**src/rtl/sfe_pkg.sv**
```systemverilog
package sfe_pkg;

  typedef enum logic [2:0] {
    ST_IDLE,
    ST_CMD,
    ST_CTAIL,
    ST_ADDR,
    ST_DUMMY,
    ST_RDATA,
    ST_WDATA,
    ST_SKIP
  } sfe_st_e;

  localparam logic [1:0] LN_X1 = 2'b00;
  localparam logic [1:0] LN_X4 = 2'b01;
  localparam logic [1:0] LN_X8 = 2'b10;

  function automatic logic [3:0] lane_bits(input logic [1:0] ln);
    case (ln)
      LN_X4:   lane_bits = 4'd4;
      LN_X8:   lane_bits = 4'd8;
      default: lane_bits = 4'd1;
    endcase
  endfunction

endpackage

```
**src/rtl/sfe_sync.sv**
```systemverilog
module sfe_sync #(
  parameter int           W       = 1,
  parameter logic [W-1:0] RST_VAL = '0
) (
  input  logic         clk,
  input  logic         rst_n,
  input  logic [W-1:0] d,
  output logic [W-1:0] q
);
  logic [W-1:0] meta_q;

  always_ff @(posedge clk or negedge rst_n) begin
    if (!rst_n) begin
      meta_q <= RST_VAL;
      q      <= RST_VAL;
    end else begin
      meta_q <= d;
      q      <= meta_q;
    end
  end
endmodule

```
**src/rtl/sfe_edge.sv**
```systemverilog
module sfe_edge (
  input  logic clk,
  input  logic rst_n,
  input  logic sck_s,
  input  logic desel_s,
  input  logic hold_n_s,
  output logic rise,
  output logic fall,
  output logic held
);
  logic sck_d;
  logic held_d;

  // pause may only begin while selected and with the serial clock low
  always_comb held_d = !desel_s && !hold_n_s && (held || !sck_s);

  always_ff @(posedge clk or negedge rst_n) begin
    if (!rst_n) begin
      sck_d <= 1'b0;
      held  <= 1'b0;
    end else begin
      sck_d <= sck_s;
      held  <= held_d;
    end
  end

  assign rise = sck_s && !sck_d && !held && !desel_s;
  assign fall = !sck_s && sck_d && !held && !desel_s;
endmodule

```
**src/rtl/sfe_core.sv**
```systemverilog
module sfe_core
  import sfe_pkg::*;
#(
  parameter int          ADDR_W    = 24,
  parameter int          DUMMY_CYC = 8,
  parameter logic [7:0]  CMD_RD    = 8'h0B,
  parameter logic [7:0]  CMD_WR    = 8'h02
) (
  input  logic              clk,
  input  logic              rst_n,
  input  logic              desel_s,
  input  logic              held,
  input  logic              rise,
  input  logic              fall,
  input  logic [7:0]        io_s,
  input  logic [1:0]        lanes_i,
  input  logic              dtr_i,
  input  logic [7:0]        rd_byte_i,
  output logic [7:0]        io_o,
  output logic [7:0]        io_oe,
  output logic              cmd_v_q,
  output logic [7:0]        cmd_q,
  output logic              addr_v_q,
  output logic [ADDR_W-1:0] addr_q,
  output logic              wr_v_q,
  output logic [7:0]        wrb_q,
  output logic              rdn_q
);
  localparam int CNT_W = $clog2(ADDR_W + 1);
  localparam int DCW   = (DUMMY_CYC < 2) ? 1 : $clog2(DUMMY_CYC + 1);
  localparam logic [CNT_W-1:0] BYTE_C = CNT_W'(8);
  localparam logic [CNT_W-1:0] ADDR_C = CNT_W'(ADDR_W);
  localparam logic [DCW-1:0]   DLAST  = DCW'(DUMMY_CYC);

  sfe_st_e           st_q, st_d;
  logic [ADDR_W-1:0] sr_q, sr_d, sh;
  logic [CNT_W-1:0]  cnt_q, cnt_d, cnt_nx, widc;
  logic [DCW-1:0]    dcnt_q, dcnt_d;
  logic [7:0]        tx_q, tx_d;
  logic [3:0]        txl_q, txl_d, wid;
  logic [7:0]        cmd_d, wrb_d;
  logic [ADDR_W-1:0] addr_d;
  logic              cmd_v_d, addr_v_d, wr_v_d, rdn_d;
  logic              data_edge, out_edge, is_rd, is_wr;

  assign wid       = lane_bits(lanes_i);
  assign widc      = CNT_W'(wid);
  assign cnt_nx    = cnt_q + widc;
  assign data_edge = dtr_i ? (rise || fall) : rise;
  assign out_edge  = dtr_i ? (rise || fall) : fall;
  assign is_rd     = (cmd_q == CMD_RD);
  assign is_wr     = (cmd_q == CMD_WR);

  always_comb begin
    case (lanes_i)
      LN_X4:   sh = {sr_q[ADDR_W-5:0], io_s[3:0]};
      LN_X8:   sh = {sr_q[ADDR_W-9:0], io_s};
      default: sh = {sr_q[ADDR_W-2:0], io_s[0]};
    endcase
  end

  always_comb begin
    st_d = st_q;  sr_d = sr_q;  cnt_d = cnt_q;  dcnt_d = dcnt_q;
    tx_d = tx_q;  txl_d = txl_q;  cmd_d = cmd_q;  addr_d = addr_q;
    wrb_d = wrb_q;
    cmd_v_d = 1'b0;  addr_v_d = 1'b0;  wr_v_d = 1'b0;  rdn_d = 1'b0;
    if (desel_s) begin
      st_d = ST_IDLE;  cnt_d = '0;  dcnt_d = '0;  tx_d = '0;  txl_d = '0;
    end else begin
      case (st_q)
        ST_IDLE: begin
          st_d  = ST_CMD;
          cnt_d = '0;
        end
        ST_CMD: if (rise) begin
          sr_d  = sh;
          cnt_d = cnt_nx;
          if (cnt_nx == BYTE_C) begin
            cmd_d   = sh[7:0];
            cmd_v_d = 1'b1;
            st_d    = ST_CTAIL;
          end
        end
        // opcode occupies whole clock cycles: swallow the trailing fall
        ST_CTAIL: if (fall) begin
          cnt_d = '0;
          st_d  = (is_rd || is_wr) ? ST_ADDR : ST_SKIP;
        end
        ST_ADDR: if (data_edge) begin
          sr_d  = sh;
          cnt_d = cnt_nx;
          if (cnt_nx == ADDR_C) begin
            addr_d   = sh;
            addr_v_d = 1'b1;
            cnt_d    = '0;
            dcnt_d   = '0;
            if (is_wr)               st_d = ST_WDATA;
            else if (DUMMY_CYC == 0) st_d = ST_RDATA;
            else                     st_d = ST_DUMMY;
          end
        end
        ST_DUMMY: if (rise) begin
          dcnt_d = dcnt_q + 1'b1;
          if (dcnt_q + 1'b1 == DLAST) st_d = ST_RDATA;
        end
        ST_RDATA: if (out_edge) begin
          if (txl_q == 4'd0) begin
            tx_d  = rd_byte_i;
            txl_d = 4'd8 - wid;
            rdn_d = 1'b1;
          end else begin
            tx_d  = tx_q << wid;
            txl_d = txl_q - wid;
          end
        end
        ST_WDATA: if (data_edge) begin
          sr_d  = sh;
          cnt_d = cnt_nx;
          if (cnt_nx == BYTE_C) begin
            wrb_d  = sh[7:0];
            wr_v_d = 1'b1;
            cnt_d  = '0;
          end
        end
        default: ;
      endcase
    end
  end

  always_ff @(posedge clk or negedge rst_n) begin
    if (!rst_n) begin
      st_q <= ST_IDLE;  sr_q <= '0;  cnt_q <= '0;  dcnt_q <= '0;
      tx_q <= '0;  txl_q <= '0;  cmd_q <= '0;  addr_q <= '0;  wrb_q <= '0;
      cmd_v_q <= 1'b0;  addr_v_q <= 1'b0;  wr_v_q <= 1'b0;  rdn_q <= 1'b0;
    end else begin
      st_q <= st_d;  sr_q <= sr_d;  cnt_q <= cnt_d;  dcnt_q <= dcnt_d;
      tx_q <= tx_d;  txl_q <= txl_d;  cmd_q <= cmd_d;  addr_q <= addr_d;
      wrb_q <= wrb_d;
      cmd_v_q <= cmd_v_d;  addr_v_q <= addr_v_d;  wr_v_q <= wr_v_d;
      rdn_q <= rdn_d;
    end
  end

  always_comb begin
    io_oe = '0;
    io_o  = '0;
    case (lanes_i)
      LN_X4:   io_o = {4'b0, tx_q[7:4]};
      LN_X8:   io_o = tx_q;
      default: io_o = {6'b0, tx_q[7], 1'b0};
    endcase
    if (st_q == ST_RDATA && !held) begin
      case (lanes_i)
        LN_X4:   io_oe = 8'h0F;
        LN_X8:   io_oe = 8'hFF;
        default: io_oe = 8'h02;
      endcase
    end
  end

  p_quiet_desel_r1: assert property (@(posedge clk) disable iff (!rst_n)
    desel_s && $past(desel_s) |-> io_oe == 8'h00);
  p_cmd_pulse_r2: assert property (@(posedge clk) disable iff (!rst_n)
    cmd_v_q |=> !cmd_v_q);
  p_addr_cmd_r3: assert property (@(posedge clk) disable iff (!rst_n)
    addr_v_q |-> (cmd_q == CMD_RD || cmd_q == CMD_WR));
  p_wr_cmd_r4: assert property (@(posedge clk) disable iff (!rst_n)
    wr_v_q |-> cmd_q == CMD_WR);
  p_rd_cmd_r5: assert property (@(posedge clk) disable iff (!rst_n)
    rdn_q |-> cmd_q == CMD_RD);
  p_upper_lanes_r6: assert property (@(posedge clk) disable iff (!rst_n)
    (|io_oe[7:4]) |-> lanes_i == LN_X8);
  p_hold_freeze_r7: assert property (@(posedge clk) disable iff (!rst_n)
    held && !desel_s |=> $stable(sr_q) && $stable(tx_q));
  p_cs_idle_r9: assert property (@(posedge clk) disable iff (!rst_n)
    desel_s |=> st_q == ST_IDLE);
endmodule

```
**src/rtl/sflash_front.sv**
```systemverilog
module sflash_front #(
  parameter int         ADDR_W    = 24,
  parameter int         DUMMY_CYC = 8,
  parameter logic [7:0] CMD_RD    = 8'h0B,
  parameter logic [7:0] CMD_WR    = 8'h02
) (
  input  logic              clk,
  input  logic              rst_n,
  input  logic              cs_n_i,
  input  logic              sck_i,
  input  logic              hold_n_i,
  input  logic [7:0]        io_i,
  input  logic [1:0]        lanes_i,
  input  logic              dtr_i,
  input  logic [7:0]        rd_byte_i,
  output logic [7:0]        io_o,
  output logic [7:0]        io_oe_o,
  output logic              cmd_valid_o,
  output logic [7:0]        cmd_o,
  output logic              addr_valid_o,
  output logic [ADDR_W-1:0] addr_o,
  output logic              wr_valid_o,
  output logic [7:0]        wr_byte_o,
  output logic              rd_next_o
);
  localparam int SW = 11;
  localparam logic [SW-1:0] SYNC_RST = 11'b110_0000_0000;

  logic [SW-1:0] pins_s;
  logic          rise, fall, held;

  sfe_sync #(.W(SW), .RST_VAL(SYNC_RST)) u_sync (
    .clk (clk),
    .rst_n (rst_n),
    .d ({cs_n_i, hold_n_i, sck_i, io_i}),
    .q (pins_s)
  );

  sfe_edge u_edge (
    .clk (clk),
    .rst_n (rst_n),
    .sck_s (pins_s[8]),
    .desel_s (pins_s[10]),
    .hold_n_s (pins_s[9]),
    .rise (rise),
    .fall (fall),
    .held (held)
  );

  sfe_core #(
    .ADDR_W (ADDR_W),
    .DUMMY_CYC (DUMMY_CYC),
    .CMD_RD (CMD_RD),
    .CMD_WR (CMD_WR)
  ) u_core (
    .clk (clk),
    .rst_n (rst_n),
    .desel_s (pins_s[10]),
    .held (held),
    .rise (rise),
    .fall (fall),
    .io_s (pins_s[7:0]),
    .lanes_i (lanes_i),
    .dtr_i (dtr_i),
    .rd_byte_i (rd_byte_i),
    .io_o (io_o),
    .io_oe (io_oe_o),
    .cmd_v_q (cmd_valid_o),
    .cmd_q (cmd_o),
    .addr_v_q (addr_valid_o),
    .addr_q (addr_o),
    .wr_v_q (wr_valid_o),
    .wrb_q (wr_byte_o),
    .rdn_q (rd_next_o)
  );
endmodule

```
**config.mk**
```make
export PLATFORM = sky130hd
export DESIGN_NAME = sflash_front
export DESIGN_NICKNAME = d
export VERILOG_FILES = /design/src/rtl/sfe_pkg.sv /design/src/rtl/sfe_sync.sv /design/src/rtl/sfe_edge.sv /design/src/rtl/sfe_core.sv /design/src/rtl/sflash_front.sv
export SDC_FILE = /design/constraint.sdc
export NUM_CORES = 1
export LEC_CHECK = 0
export BUFFER_PORTS_ARGS = -buffer_cell sky130_fd_sc_hd__clkbuf_2
export CORE_ASPECT_RATIO = 0.7
export CORE_UTILIZATION = 32
export CTS_CLUSTER_DIAMETER = 120
export DETAILED_ROUTE_END_ITERATION = 8
export GPL_ROUTABILITY_DRIVEN = 0
export PLACE_DENSITY = 0.5
export RECOVER_POWER = 50
export SLEW_MARGIN = 10
export SYNTH_ARGS = -nofsm -noshare
export SYNTH_HDL_FRONTEND = slang
export SYNTH_SLANG_ARGS = --single-unit
```
**constraint.sdc**
```tcl
create_clock -name clk -period 3.95 [get_ports clk]
set_clock_uncertainty 0.15 [all_clocks]
set_input_delay 0.5925 -clock clk [delete_from_list [all_inputs] [get_ports clk]]
set_output_delay 0.5925 -clock clk [all_outputs]
set_load 0.005 [all_outputs]
```
# --- Word-level counts from Yosys, hierarchy flattened ---
# Index checks and enable logic that the tools add are counted.
totals:
  input_bits: 24
  ff_bits: 115
  word_cells: 137
  out_inout_bits: 60
classes:
  n_bitwise: 1
  n_shift: 1
  addsub: 4
  reduce_logical: 34
  eq_ne: 23
  muxes: 57
op_table:
  columns: ["operator", "n"]
  rows:
  - ["$pmux 24 s2", 1]
  - ["$mux 23", 2]
  - ["$pmux 23 s2", 1]
  - ["$mux 8", 5]
  - ["$mux 5", 7]
  - ["$mux 4", 8]
  - ["$pmux 8 s2", 2]
  - ["$mux 3", 9]
  - ["$pmux 5 s5", 1]
  - ["$ne 3x2->1 const B", 8]
  - ["$reduce_and 4->1", 5]
  - ["$mux 1", 17]
  - ["$pmux 4 s2", 2]
  - ["$pmux 3 s5", 1]
  - ["$reduce_bool 6->1", 2]
  - ["$eq 3x3->1 const B", 3]
  - ["$logic_and 1x1->1", 9]
  - ["$eq 8x2->1 const B", 1]
  - ["$eq 8x4->1 const B", 1]
  - ["$reduce_and 8->1", 1]
  - ["$shl 8x4->8", 1]
  - ["$eq 3x2->1 const B", 2]
  - ["$reduce_bool 2->1", 3]
  - ["$add 5x4->5", 1]
  - ["20 further kinds", 27]

# --- Logic depth before layout (Yosys ltp) ---
logic_depth:
  word_depth: 9
  depth_mapped: 12
  ltp_nobuf: 10

# --- Hierarchy ---
# A second synthesis with hierarchy kept.
unflattened:
  cells_unflattened: 487
  area_unflattened_um2: 5739.3
modules_own_cells:
  columns: ["module", "cells_each", "n_inst", "area_per_inst_um2", "seq_area_each_um2"]
  rows:
  - ["sfe_core", 459, 1, 5104.9, 2277.2]
  - ["sfe_sync", 22, 1, 555.5, 555.5]
  - ["sfe_edge", 6, 1, 78.8, 50.0]

# --- Least setup slack after synthesis ---
# No wires, ideal clock.
synth_path:
  path_type: "input to register"
  from: "in lanes_i[0]"
  to: "reg u_core.addr_q[10]"
  cell_stages: 12
  slack_ns: 0.368
  n_path_buf: 2
  t_arrival_ns: 3.307
  cell_sequence: "inv_1 > ha_1 > ha_1 > ha_1 > a21oi_1 > a2bb2oi_1 > xnor2_1 > nand2_2 > or4_4 > buf_6 > buf_12 > mux2_4"
synth_via:
  elab_chain_cells: 5
  word_cells_on_any_way: 7
  cone_classes: "add/sub (1); eq/ne (3); mux (2); reduce/logical (1)"
synth_rtl:
  columns: ["element", "line_no", "text"]
  rows:
  - ["from (decl)", "sflash_front.sv:13", "input logic [1:0] lanes_i,"]
  - ["$eq 2x2->1 / $eq 2x1->1 (equally long branches)", "sfe_pkg.sv:19, sfe_core.sv:55", null]
  - ["$pmux 4 s2", "sfe_pkg.sv:19", "case (ln)"]
  - ["$add 5x4->5", "sfe_core.sv:48", "assign cnt_nx = cnt_q + widc;"]
  - ["$eq 5x5->1", "sfe_core.sv:92", "if (cnt_nx == ADDR_C) begin"]
  - ["$reduce_and 4->1 (no source line)", null, null]
  - ["to (signal assigned)", "sfe_core.sv:137", "tx_q <= tx_d; txl_q <= txl_d; cmd_q <= cmd_d; addr_q <= addr_d;"]
  - ["to (decl)", "sfe_core.sv:24", "output logic [ADDR_W-1:0] addr_q,"]
# Parallel ways exist; a longest one is shown, timed or not.
# A chain may end at the register's enable or synchronous reset.

# --- Final worst setup path ---
layout_path:
  from: "in lanes_i[0]"
  to: "reg u_core.addr_q[21]"
# The elaborated chain is that of the path after synthesis.

==> flow_summary_export.csv <==
group,metric,value,unit
run_status,status,"finished, violations left",
run_status,violations,"max-capacitance violations, max-slew violations",
global_routing,first_global_vias,4153,
sta,clock.fmax,0.296,GHz
route,postRouteAntennaNets,0,
sta,rsz0062_at_grt,"no",
die,die_w,160,um
sta,final.min_clock_period,3380,ps
cts,hold_buffers,0,
placement,dp.final_hpwl,9610,um
cts,clk_pin_slew,50,ps
sta,hold_ws,118,ps
power_and_ir_drop,combPwrFrac,15.2,%
die,die-area,18100,um^2
cts,clk-insertion-delay-late,410,ps
power_and_ir_drop,seqPwrFrac,39.4,%
placement,place_area,6220,um^2
die,core.rowCount,40,
critical_path,required,4090,ps
critical_path,critical_path_buf_inv_count,2,
synthesis,synthesis.nets,548,
synthesis,seq_area_frac_synth,51.4,%
finish,drive_gt1_share,32.0,%
global_routing,grt_pass1_wl,22500,um
synthesis,async_reset_ff_share,100,%
die,io_pins,84,
synthesis,yosysUniqueCellTypes,56,
synthesis,synth_cells,513,
critical_path,critPathTopFamily,"simple AND/OR/NAND/NOR gates",
critical_path,critPathLaunchType,"input port",
route,drc,0,
power_and_ir_drop,irDropWorstVdd,0.239,mV
critical_path,worst-endpoint-arrival,3520,ps
placement,port_buffers,83,
hold_path,hold_class,"input port to register",
critical_path,endpoint_kind,"register",
finish,fin_nets,625,
cts,postCtsSetupRepairBufs,0,
job,drv_cap,1,
power_and_ir_drop,power_switching_share,28.6,%
sta,setup_viol,0,
cts,cts_buffer_depth,2,
die,initial_core_util,32.7,%
power_and_ir_drop,p_int,2.60,mW
critical_path,worstSetupPathType,"input port to register",
power_and_ir_drop,power_density,531,nW/um^2
cts,cts_tree,"built",
sta,slew_violations,53,
power_and_ir_drop,power_frac_clock,45.4,%
synthesis,synth_top_area_cell,"dfrtp_1",
cts,h-tree-depth,4,
synthesis,yosysWarningCount,0,
global_routing,grt_remaining_overflow,0,
critical_path,crit_fanout,24,
finish,fillers,1678,
global_routing,grt_usage,16.0,%
sta,hold_violations,0,
synthesis,synth_edf_count,0,
die,placeableCoreArea,17200,um^2
finish,fin_util,39.9,%
global_routing,grt_max_degree,67,
cts,cts_resized,0,
critical_path,max_stage_delay,780,ps
synthesis,synth_top_area_share,49.6,%
global_routing,antenna_found_initial,0,
finish,mostFrequentLayoutCells,"dfrtp_1 (111), clkbuf_2 (79), nand2_1 (64), o21ai_0 (51), mux2_2 (37)",
route,wire_per_inst,16.4,um
critical_path,path_common_cell,"ha_1",
route,num_vias,4143,
power_and_ir_drop,power.total,3.63,mW
critical_path,crit_chain,"clkbuf_2, inv_1, ha_2, ha_1, ha_1, a21oi_1, a2bb2oi_1, xnor2_1, nand2_2, or4_4, mux2_4",
sta,worst_slew_pin_slew,2960,ps
finish,syn2layout_area_growth,22.1,%
synthesis,synth_flop_cell,"dfrtp_1",
sta,slew_headroom,-97.1,%
cts,cts_sinks,115,
synthesis,netlist_area,5610,um^2
finish,final_common_cell,"dfrtp_1",
synthesis,syn_area_per_cell,10.9,um^2
die,die-height,113,um
sta,fin_setup_tns,0,ps
cts,cts-root-buf,"clkbuf_16",
critical_path,slowest_stage,"or4_4",
route,vias_per_cell,4.97,
synthesis,synth_seq_cells,115,
route,totalWireLength,13700,um
route,firstDrtPassIters,5,
route,first_iter_violations,236,
finish,postLayoutCellArea,6840,um^2
power_and_ir_drop,leakagePower,3.21,nW
sta,period_share,85.5,%
finish,num_antenna_cells,0,
cts,numCtsBuffers,17,
power_and_ir_drop,p_sw,1.04,mW
synthesis,synth_area_leaders,"dfrtp_1 (50%), mux2_2 (7.4%), mux2_4 (5.1%), o21ai_0 (4.6%), nand2_1 (4.3%)",
==> worst paths after layout <==
check	from	endpoint	slack (ps)	cells after the start
worst max-delay path	lanes_i[0]	u_core.addr_q[21]	570	11
worst min-delay path	cs_n_i	u_sync.meta_q[10]	120	1
min in group asynchronous	rst_n	u_core.tx_q[0]	980	1
worst max register to register	u_core.cnt_q[0]	u_core.addr_q[21]	880	8
worst min register to register	u_sync.meta_q[8]	u_sync.q[8]	200	0
max in group asynchronous	rst_n	u_sync.meta_q[9]	970	2
==> Yosys cell counts (7+ instances only) <==
master    count
o21a_1        7
clkbuf_1     28
a21oi_1      10
a31oi_1       7
ha_1         11
mux2_2       37
nand2_1      64
inv_1        17
nor2_1       17
mux2_4       19
a22oi_1      27
dfrtp_1     111
nor3_1       10
o21ai_0      51
nand3_1      13
==> routing by layer <==
layer  vias up  global-route usage, %  wire length [um]
met5         -                      0                 0
met4         0                   5.46               131
li1       1993                      -                 -
met2       122                   21.5              5580
met3        14                   4.11               747
met1      2014                   24.6              7210
==> registers in the layout (all words and copies together) (netlist names), 5 cells and up <==
| signal | cells |
|---|---|
| u_sync.meta_q | 11 |
| u_core.wrb_q | 8 |
| u_core.cmd_q | 8 |
| u_core.addr_q | 24 |
| u_core.sr_q | 23 |
| u_core.tx_q | 8 |
| u_sync.q | 11 |
| u_core.cnt_q | 5 |
==> final cells by class <==
class	instances	area (um^2)	share of cell area, %
inverters	17	63.8	0.933
repair buffers	94	493	7.21
clock inverters	13	180	2.63
flip-flops and latches	115	2880	42.1
multi-input cells	345	2480	36.2
well taps	231	289	4.22
clock buffers	19	453	6.62
==> power by group through the flow <==
stage	sequential [mW]	combinational [mW]	clock (mW)
floorplan	1.36	0.438	0
global placement	1.45	0.544	0
detailed placement	1.45	0.551	0
CTS	1.43	0.554	1.68
global route	1.45	0.618	1.74
finish	1.43	0.551	1.65
==> worst register-to-register path: stages (launching register included) <==
cell and delay, ps:
dfrtp_1 380, ha_1 200, ha_1 220, a21oi_1 150, a2bb2oi_1 300, xnor2_1 270
nand2_2 110, or4_4 780, mux2_4 400
==> logic make-up after synthesis <==
group	Yosys count	synth area share, %
compound gates	130	14.8
mux	60	13.2
buf+inv	53	4.60
simple gates	133	11.3
flops	115	51.4
xor+xnor	11	2.17
fa+ha+maj	11	2.46
==> metrics by stage <==
step	std cells	worst slack, ps
2_1_floorplan	513	368
3_3_place_gp	802	284
3_5_place_dp	802	140
4_1_cts	834	566
5_1_grt	834	220
6_report	834	573
No activity file was read; power rests on OpenSTA's default activity.
